## config.mk

```make
export PLATFORM = sky130hd
export DESIGN_NAME = pll_relock_sup
export DESIGN_NICKNAME = d
export VERILOG_FILES = /design/src/rtl/pll_sup_pkg.sv /design/src/rtl/pll_lock_sync.sv /design/src/rtl/pll_vco_check.sv /design/src/rtl/pll_relock_sup.sv
export SDC_FILE = /design/constraint.sdc
export NUM_CORES = 1
export LEC_CHECK = 0
export ABC_AREA = 1
export BUFFER_PORTS_ARGS = -buffer_cell sky130_fd_sc_hd__clkbuf_2
export CAP_MARGIN = 10
export CORE_ASPECT_RATIO = 0.7
export CORE_UTILIZATION = 54
export DETAILED_ROUTE_END_ITERATION = 6
export GPL_ROUTABILITY_DRIVEN = 0
export GPL_TIMING_DRIVEN = 0
export PLACE_DENSITY = 0.78
export SLEW_MARGIN = 15
export SYNTH_ARGS = -nofsm -noshare
export SYNTH_HDL_FRONTEND = slang
export SYNTH_HIERARCHICAL = 1
export SYNTH_SLANG_ARGS = --single-unit
```

## constraint.sdc

```tcl
create_clock -name clk -period 4.73 [get_ports clk]
set_input_delay 0.946 -clock clk [delete_from_list [all_inputs] [get_ports clk]]
set_output_delay 0.946 -clock clk [all_outputs]
set_load 0.02 [all_outputs]
```

## src/rtl/pll_sup_pkg.sv

```systemverilog
package pll_sup_pkg;
    typedef enum logic [2:0] {
        ST_IDLE,
        ST_CHECK,
        ST_WRITE,
        ST_PULSE,
        ST_RESET_HOLD,
        ST_WAIT_LOCK,
        ST_DONE,
        ST_ERROR
    } sup_state_e;
endpackage

```

## src/rtl/pll_lock_sync.sv

```systemverilog
module pll_lock_sync #(
    parameter int STAGES = 2
) (
    input  logic clk,
    input  logic rst_n,
    input  logic async_in,
    output logic sync_out
);
    logic [STAGES-1:0] chain_q;

    always_ff @(posedge clk) begin
        if (!rst_n) chain_q <= '0;
        else        chain_q <= {chain_q[STAGES-2:0], async_in};
    end

    assign sync_out = chain_q[STAGES-1];
endmodule

```

## src/rtl/pll_vco_check.sv

```systemverilog
module pll_vco_check #(
    parameter int IN_MHZ      = 50,
    parameter int VCO_MIN_MHZ = 300,
    parameter int VCO_MAX_MHZ = 1040,
    parameter int MW          = 9,
    parameter int NW          = 9
) (
    input  logic [MW-1:0] mult,
    input  logic [NW-1:0] div,
    output logic          in_range
);
    localparam int PW = 40;
    logic [PW-1:0] vco_scaled, lo_bound, hi_bound;

    always_comb begin
        vco_scaled = PW'(IN_MHZ) * PW'(mult);
        lo_bound   = PW'(VCO_MIN_MHZ) * PW'(div);
        hi_bound   = PW'(VCO_MAX_MHZ) * PW'(div);
        in_range   = (mult != '0) && (div != '0) &&
                     (vco_scaled >= lo_bound) && (vco_scaled <= hi_bound);
    end
endmodule

```

## src/rtl/pll_relock_sup.sv

```systemverilog
module pll_relock_sup
    import pll_sup_pkg::*;
#(
    parameter int IN_MHZ      = 50,
    parameter int VCO_MIN_MHZ = 300,
    parameter int VCO_MAX_MHZ = 1040,
    parameter int MW          = 9,
    parameter int NW          = 9,
    parameter int CW          = 8,
    parameter int PW          = 8,
    parameter int TW          = 16,
    parameter int RST_CYCLES  = 512,
    parameter int DEF_MULT    = 12,
    parameter int DEF_DIV     = 1,
    parameter int DEF_HI      = 2,
    parameter int DEF_LO      = 2
) (
    input  logic          clk,
    input  logic          rst_n,
    input  logic          req_valid,
    input  logic [MW-1:0] req_mult,
    input  logic [NW-1:0] req_div,
    input  logic [CW-1:0] req_hi,
    input  logic [CW-1:0] req_lo,
    input  logic [PW-1:0] req_phase,
    input  logic [TW-1:0] timeout_cycles,
    input  logic          lock_in,
    output logic [MW-1:0] cfg_mult,
    output logic [NW-1:0] cfg_div,
    output logic [CW-1:0] cfg_hi,
    output logic [CW-1:0] cfg_lo,
    output logic [PW-1:0] cfg_phase,
    output logic          cfg_write,
    output logic          reconfig_pulse,
    output logic          pll_reset,
    output logic          busy,
    output logic          done,
    output logic          error,
    output logic          err_range,
    output logic          err_timeout
);
    localparam int HW = $clog2(RST_CYCLES + 1);

    typedef struct packed {
        logic [MW-1:0] mult;
        logic [NW-1:0] div;
        logic [CW-1:0] hi;
        logic [CW-1:0] lo;
        logic [PW-1:0] phase;
    } cnt_set_t;

    typedef struct packed {
        sup_state_e    st;
        cnt_set_t      req;
        cnt_set_t      cfg;
        logic          need_rst;
        logic          retry;
        logic          recov;
        logic          range_fail;
        logic          busy;
        logic          tmo_pulse;
        logic          lock_prev;
        logic [HW-1:0] hold;
        logic [TW-1:0] tmo;
    } regs_t;

    regs_t r_d, r_q;
    logic  lock_s;
    logic  vco_ok;
    logic  tmo_expired;

    pll_lock_sync #(.STAGES(2)) u_sync (
        .clk      (clk),
        .rst_n    (rst_n),
        .async_in (lock_in),
        .sync_out (lock_s)
    );

    pll_vco_check #(
        .IN_MHZ(IN_MHZ), .VCO_MIN_MHZ(VCO_MIN_MHZ), .VCO_MAX_MHZ(VCO_MAX_MHZ),
        .MW(MW), .NW(NW)
    ) u_vco (
        .mult     (r_q.req.mult),
        .div      (r_q.req.div),
        .in_range (vco_ok)
    );

    assign tmo_expired = ({1'b0, r_q.tmo} + 1'b1) >= {1'b0, timeout_cycles};

    always_comb begin
        r_d           = r_q;
        r_d.tmo_pulse = 1'b0;
        r_d.lock_prev = lock_s;
        case (r_q.st)
            ST_IDLE: begin
                if (req_valid) begin
                    r_d.req        = '{mult: req_mult, div: req_div, hi: req_hi,
                                       lo: req_lo, phase: req_phase};
                    r_d.busy       = 1'b1;
                    r_d.recov      = 1'b0;
                    r_d.retry      = 1'b0;
                    r_d.range_fail = 1'b0;
                    r_d.st         = ST_CHECK;
                end else if (r_q.lock_prev && !lock_s) begin
                    r_d.recov      = 1'b1;
                    r_d.retry      = 1'b0;
                    r_d.range_fail = 1'b0;
                    r_d.hold       = '0;
                    r_d.st         = ST_RESET_HOLD;
                end
            end
            ST_CHECK: begin
                if (!vco_ok) begin
                    r_d.range_fail = 1'b1;
                    r_d.st         = ST_ERROR;
                end else begin
                    r_d.need_rst = (r_q.req.mult != r_q.cfg.mult) ||
                                   (r_q.req.div  != r_q.cfg.div);
                    r_d.cfg      = r_q.req;
                    r_d.st       = ST_WRITE;
                end
            end
            ST_WRITE: r_d.st = ST_PULSE;
            ST_PULSE: begin
                r_d.hold = '0;
                r_d.tmo  = '0;
                r_d.st   = r_q.need_rst ? ST_RESET_HOLD : ST_WAIT_LOCK;
            end
            ST_RESET_HOLD: begin
                if (r_q.hold == HW'(RST_CYCLES - 1)) begin
                    r_d.tmo = '0;
                    r_d.st  = ST_WAIT_LOCK;
                end else begin
                    r_d.hold = r_q.hold + 1'b1;
                end
            end
            ST_WAIT_LOCK: begin
                if (lock_s) begin
                    r_d.st = r_q.recov ? ST_IDLE : ST_DONE;
                end else if (tmo_expired) begin
                    r_d.tmo_pulse = 1'b1;
                    if (!r_q.retry) begin
                        r_d.retry = 1'b1;
                        r_d.hold  = '0;
                        r_d.st    = ST_RESET_HOLD;
                    end else begin
                        r_d.st = ST_ERROR;
                    end
                end else begin
                    r_d.tmo = r_q.tmo + 1'b1;
                end
            end
            ST_DONE: begin
                r_d.busy = 1'b0;
                r_d.st   = ST_IDLE;
            end
            ST_ERROR: begin
                r_d.busy = 1'b0;
                r_d.st   = ST_IDLE;
            end
            default: r_d.st = ST_IDLE;
        endcase
    end

    always_ff @(posedge clk) begin
        if (!rst_n) begin
            r_q     <= '0;
            r_q.st  <= ST_IDLE;
            r_q.cfg <= '{mult: MW'(DEF_MULT), div: NW'(DEF_DIV), hi: CW'(DEF_HI),
                         lo: CW'(DEF_LO), phase: '0};
        end else begin
            r_q <= r_d;
        end
    end

    assign cfg_mult       = r_q.cfg.mult;
    assign cfg_div        = r_q.cfg.div;
    assign cfg_hi         = r_q.cfg.hi;
    assign cfg_lo         = r_q.cfg.lo;
    assign cfg_phase      = r_q.cfg.phase;
    assign cfg_write      = (r_q.st == ST_WRITE);
    assign reconfig_pulse = (r_q.st == ST_PULSE);
    assign pll_reset      = (r_q.st == ST_RESET_HOLD);
    assign busy           = r_q.busy;
    assign done           = (r_q.st == ST_DONE);
    assign error          = (r_q.st == ST_ERROR);
    assign err_range      = error && r_q.range_fail;
    assign err_timeout    = r_q.tmo_pulse;

    // a range error is decided in the check step, without a strobe
    p_range_from_check_r1: assert property (@(posedge clk) disable iff (!rst_n)
        err_range |-> ($past(r_q.st) == ST_CHECK) && !$past(reconfig_pulse));

    // the reconfigure strobe follows the load strobe by one cycle
    p_pulse_after_write_r2: assert property (@(posedge clk) disable iff (!rst_n)
        cfg_write |=> reconfig_pulse);

    // the applied values move only alongside the load strobe
    p_cfg_stable_r2: assert property (@(posedge clk) disable iff (!rst_n)
        !cfg_write |-> $stable(cfg_mult) && $stable(cfg_div) && $stable(cfg_hi)
                       && $stable(cfg_lo) && $stable(cfg_phase));

    // each reset hold ends only after its full length
    p_reset_len_r3: assert property (@(posedge clk) disable iff (!rst_n)
        $fell(pll_reset) |-> $past(r_q.hold) == HW'(RST_CYCLES - 1));

    // a reset starts only for an M/N change, a retry or a recovery
    p_reset_cause_r4: assert property (@(posedge clk) disable iff (!rst_n)
        $rose(pll_reset) |-> ($past(reconfig_pulse) && r_q.need_rst) || err_timeout || r_q.recov);

    // completion only after the synchronized lock is high
    p_done_after_lock_r5: assert property (@(posedge clk) disable iff (!rst_n)
        done |-> $past(lock_s));

    // a timeout leads to a retry hold or to the final error
    p_timeout_next_r7: assert property (@(posedge clk) disable iff (!rst_n)
        err_timeout |-> pll_reset || error);

    // completion pulses last one cycle, and busy covers the done cycle
    p_done_single_r8: assert property (@(posedge clk) disable iff (!rst_n)
        done |-> busy ##1 (!done && !busy));
    p_error_single_r8: assert property (@(posedge clk) disable iff (!rst_n)
        error |=> !error && !busy);
    p_excl_r8: assert property (@(posedge clk) disable iff (!rst_n)
        !(done && error));
endmodule

```

==> metrics <==
Die Ht 110 um; f_max between 200 and 250 MHz; initial antenna violation count 0; commonest non-fill, non-tap cell in the layout nor2_1; FP Rows 39; Hold Fails Final Rpt 0; clk_lat worst skew between 0.4 and 0.5 ns; hold_buf cts 0; Max-Cap Viols 0; RSZ-0062 raised after global routing true; VDD IR max about 0.00038 V; Routed WL per cell 15.3 um; first-pass GRT wire length between 30,000 and 40,000 um; Num CTS Buffers 17; Die ar. 17,200 um^2; r2r worst-path depth 30; CP max stage delay 0.53 ns; power after layout ~8400 uW; post-layout util 67.5%; Cell variety after synth 36; hold_ws 0.412 ns; Max FO, Critical Path 5; Post-Layout Cell Count 1,660; YS warnings 6; Tot GR Track Use 29.4%; Clock Skews 0.00792 ns; register area share after synthesis a little over a quarter; Worst Hold Class reg2reg; Critical Path RT a little over 5 ns; Arr. time, crit path ~5.2 ns; Clock Root Buffer clkbuf_16; Synth top area share 27.1%; commonest cells after routing, fill and taps aside nor2_1 (233), nand2_1 (179), inv_1 (135); Vias/cell 5.33; leftover overflow at the end of global routing 0; Worst R2R Setup Slack -0.20 ns; Synth Cell Area 9030 um^2; H-tree depth 4; area leader, netlist dfxtp_1; cells after synthesis 1,272; via count 8,843; worst hold endpoint u_sync/chain_q[1]$_SDFF_PN0_; drt drc 0; Worst Hold Depth 2; critical path startpoint category flip-flop; failing checks setup timing; synthesized area per cell 7.10 um^2; type of the setup path with the least slack reg2reg; die width roughly 160 um; Initial Util 55.2%; Port Buf Inserts 111; Synthesized Nets 1,474; launching point of the worst reg2reg path r_q[103]$_SDFFE_PN0P_; Clk pin slew, worst setup/hold paths 0.06 ns; prevailing post-synth register cell dfxtp_1; synth top area cells dfxtp_1 (27%), ha_1 (17%), nor2_1 (10%); TritonRoute pass-1 iters 7; WP buf/inv 6; vias in the first global route between 7,000 and 8,000; PwrDens 758 nW/um^2; CTS tree done; Core ar. 16,300 um^2; share of post-route cells with drive strength above 1 around 21%; Num Clock Sinks 122; P&R area growth vs syn 22.3%; FFs w/ async S/R, synth 0%; Slew HR slightly below 50%; CP Capture Type flip-flop; Total Nets Final 1,624; Worst Slack Setup Final -0.197 ns; post-route ant nets 0; clk buf depth 2; final setup vio count 45; Lkg Pwr 0.00575 uW; Final Max Slew Viols 0; register bit total from synthesis 122; EDFF count, synth 0; CP top delay family adder cells; crit path time final approximately 4.9 ns; Min-Delay Startpoint u_sync/chain_q[0]$_SDFF_PN0_; Least-Margin Pin Slew 0.760 ns; cell count after placement around 1,600; Initial DRC Count 696; pin count of the biggest net entering global routing 17; period utilization 104%; outcome finished with violations; antenna cell count 0; I/O Pins 112; R2R Path End r_q[119]$_SDFFE_PN0P_; DRT Wirelength 25,400 um; slowest CP cell fa_1; DP HPWL between 15,000 and 20,000 um
## worst max path at each step
stage                                from                        to  slack (ns)  cells after the start
floorplan           r_q[106]$_SDFFE_PN0P_    cfg_hi[1]$_SDFFE_PN1P_        0.03                     29
CTS                 r_q[110]$_SDFFE_PN0P_      r_q[32]$_SDFFE_PN0P_       0.003                     28
global placement    r_q[106]$_SDFFE_PN0P_   cfg_div[1]$_SDFFE_PN0P_       -0.87                     29
finish              r_q[103]$_SDFFE_PN0P_     r_q[119]$_SDFFE_PN0P_       -0.20                     30
detailed placement  r_q[106]$_SDFFE_PN0P_  cfg_mult[3]$_SDFFE_PN1P_       -0.96                     29
global route        r_q[103]$_SDFFE_PN0P_      r_q[32]$_SDFFE_PN0P_       -0.40                     30
## final cells by class
| class | count | area (um^2) |
|---|---|---|
| multi-input cells | 917 | 5810 |
| fillers | 1336 | 5310 |
| flip-flops and latches | 122 | 2480 |
| repair buffers | 132 | 724 |
| inverters | 150 | 566 |
| plain buffers | 82 | 546 |
| clock buffers | 18 | 439 |
| well taps | 225 | 282 |
| clock inverters | 14 | 196 |
## Yosys cell counts, types with 3 or more instances
cell type / count
o21a_1: 3
nand2_2: 6
nand3_1: 67
inv_1: 142
dfxtp_1: 122
buf_4: 44
nor2_2: 5
xnor2_1: 10
nand2_1: 186
ha_1: 126
fa_1: 14
nand3b_1: 6
buf_2: 7
a21oi_1: 70
clkbuf_1: 28
nor4_1: 6
a31oi_1: 3
xor2_1: 37
o21bai_1: 3
o211ai_1: 5
or2_2: 4
inv_2: 7
o21ai_0: 90
nand4_1: 10
nor3_1: 12
a21o_1: 5
nor2_1: 241
## metal layers
layer  track usage, %  share of wire (%)  up-vias
met1             40.2                 45     4017
met3             6.29                8.8       60
met2             45.7                 43      386
met5                0                  0        -
li1                 -                  -     4380
met4             10.9                2.6        0
## power by group
group          leakage, uW  switching, uW  total, uW  internal, uW
Clock             0.000302            501       1400           897
Combinational      0.00445           3130       5240          2110
Sequential         0.00101            363       1730          1370
## flip-flops by register name (all words and copies together), names as in the netlist
register and cells:
u_sync/chain_q 2, r_q 76, cfg_phase 8, err_timeout 1
busy 1, cfg_mult 9, cfg_div 9, cfg_lo 8
cfg_hi 8
## kinds of logic (layout without fill, tap and decap cells)
group	Yosys count	count (layout)	share of synthesized area, %
AOI/OAI and AO/OA	184	184	10.8
DFF	122	122	27.1
buffers and inverters	233	396	11.8
and+or+nand+nor	546	546	25.2
adders and majority gates	140	140	20.6
xor gates and xnor gates	47	47	4.56
## repair_timing
item	in CTS	in global routing
endpoints found under the setup margin	46	46
buffers inserted	15	6
resized for setup	69	31
pin swaps	30	9
hold endpoints to repair	0	0
## per-stage QoR
stage               setup slack, ns  TNS (ns)  area (um^2)
global route                 -0.396    -14.03        11000
finish                       -0.197     -4.99        11000
detailed placement           -0.956    -39.81         9870
CTS                         0.00309         0        10900
floorplan                    0.0302         0         9030
global placement             -0.870    -36.16         9870
## worst reg2reg max path: cells and delay by family (launching register included)
family | cells | cell delay [ns]
adders and majority gates | 6 | 2.01
DFF | 1 | 0.36
xor gates and xnor gates | 1 | 0.20
AOI/OAI and AO/OA | 3 | 0.48
buffers and inverters | 6 | 0.46
and+or+nand+nor | 14 | 1.28
Note: power is estimated with default switching activity, not from simulation.
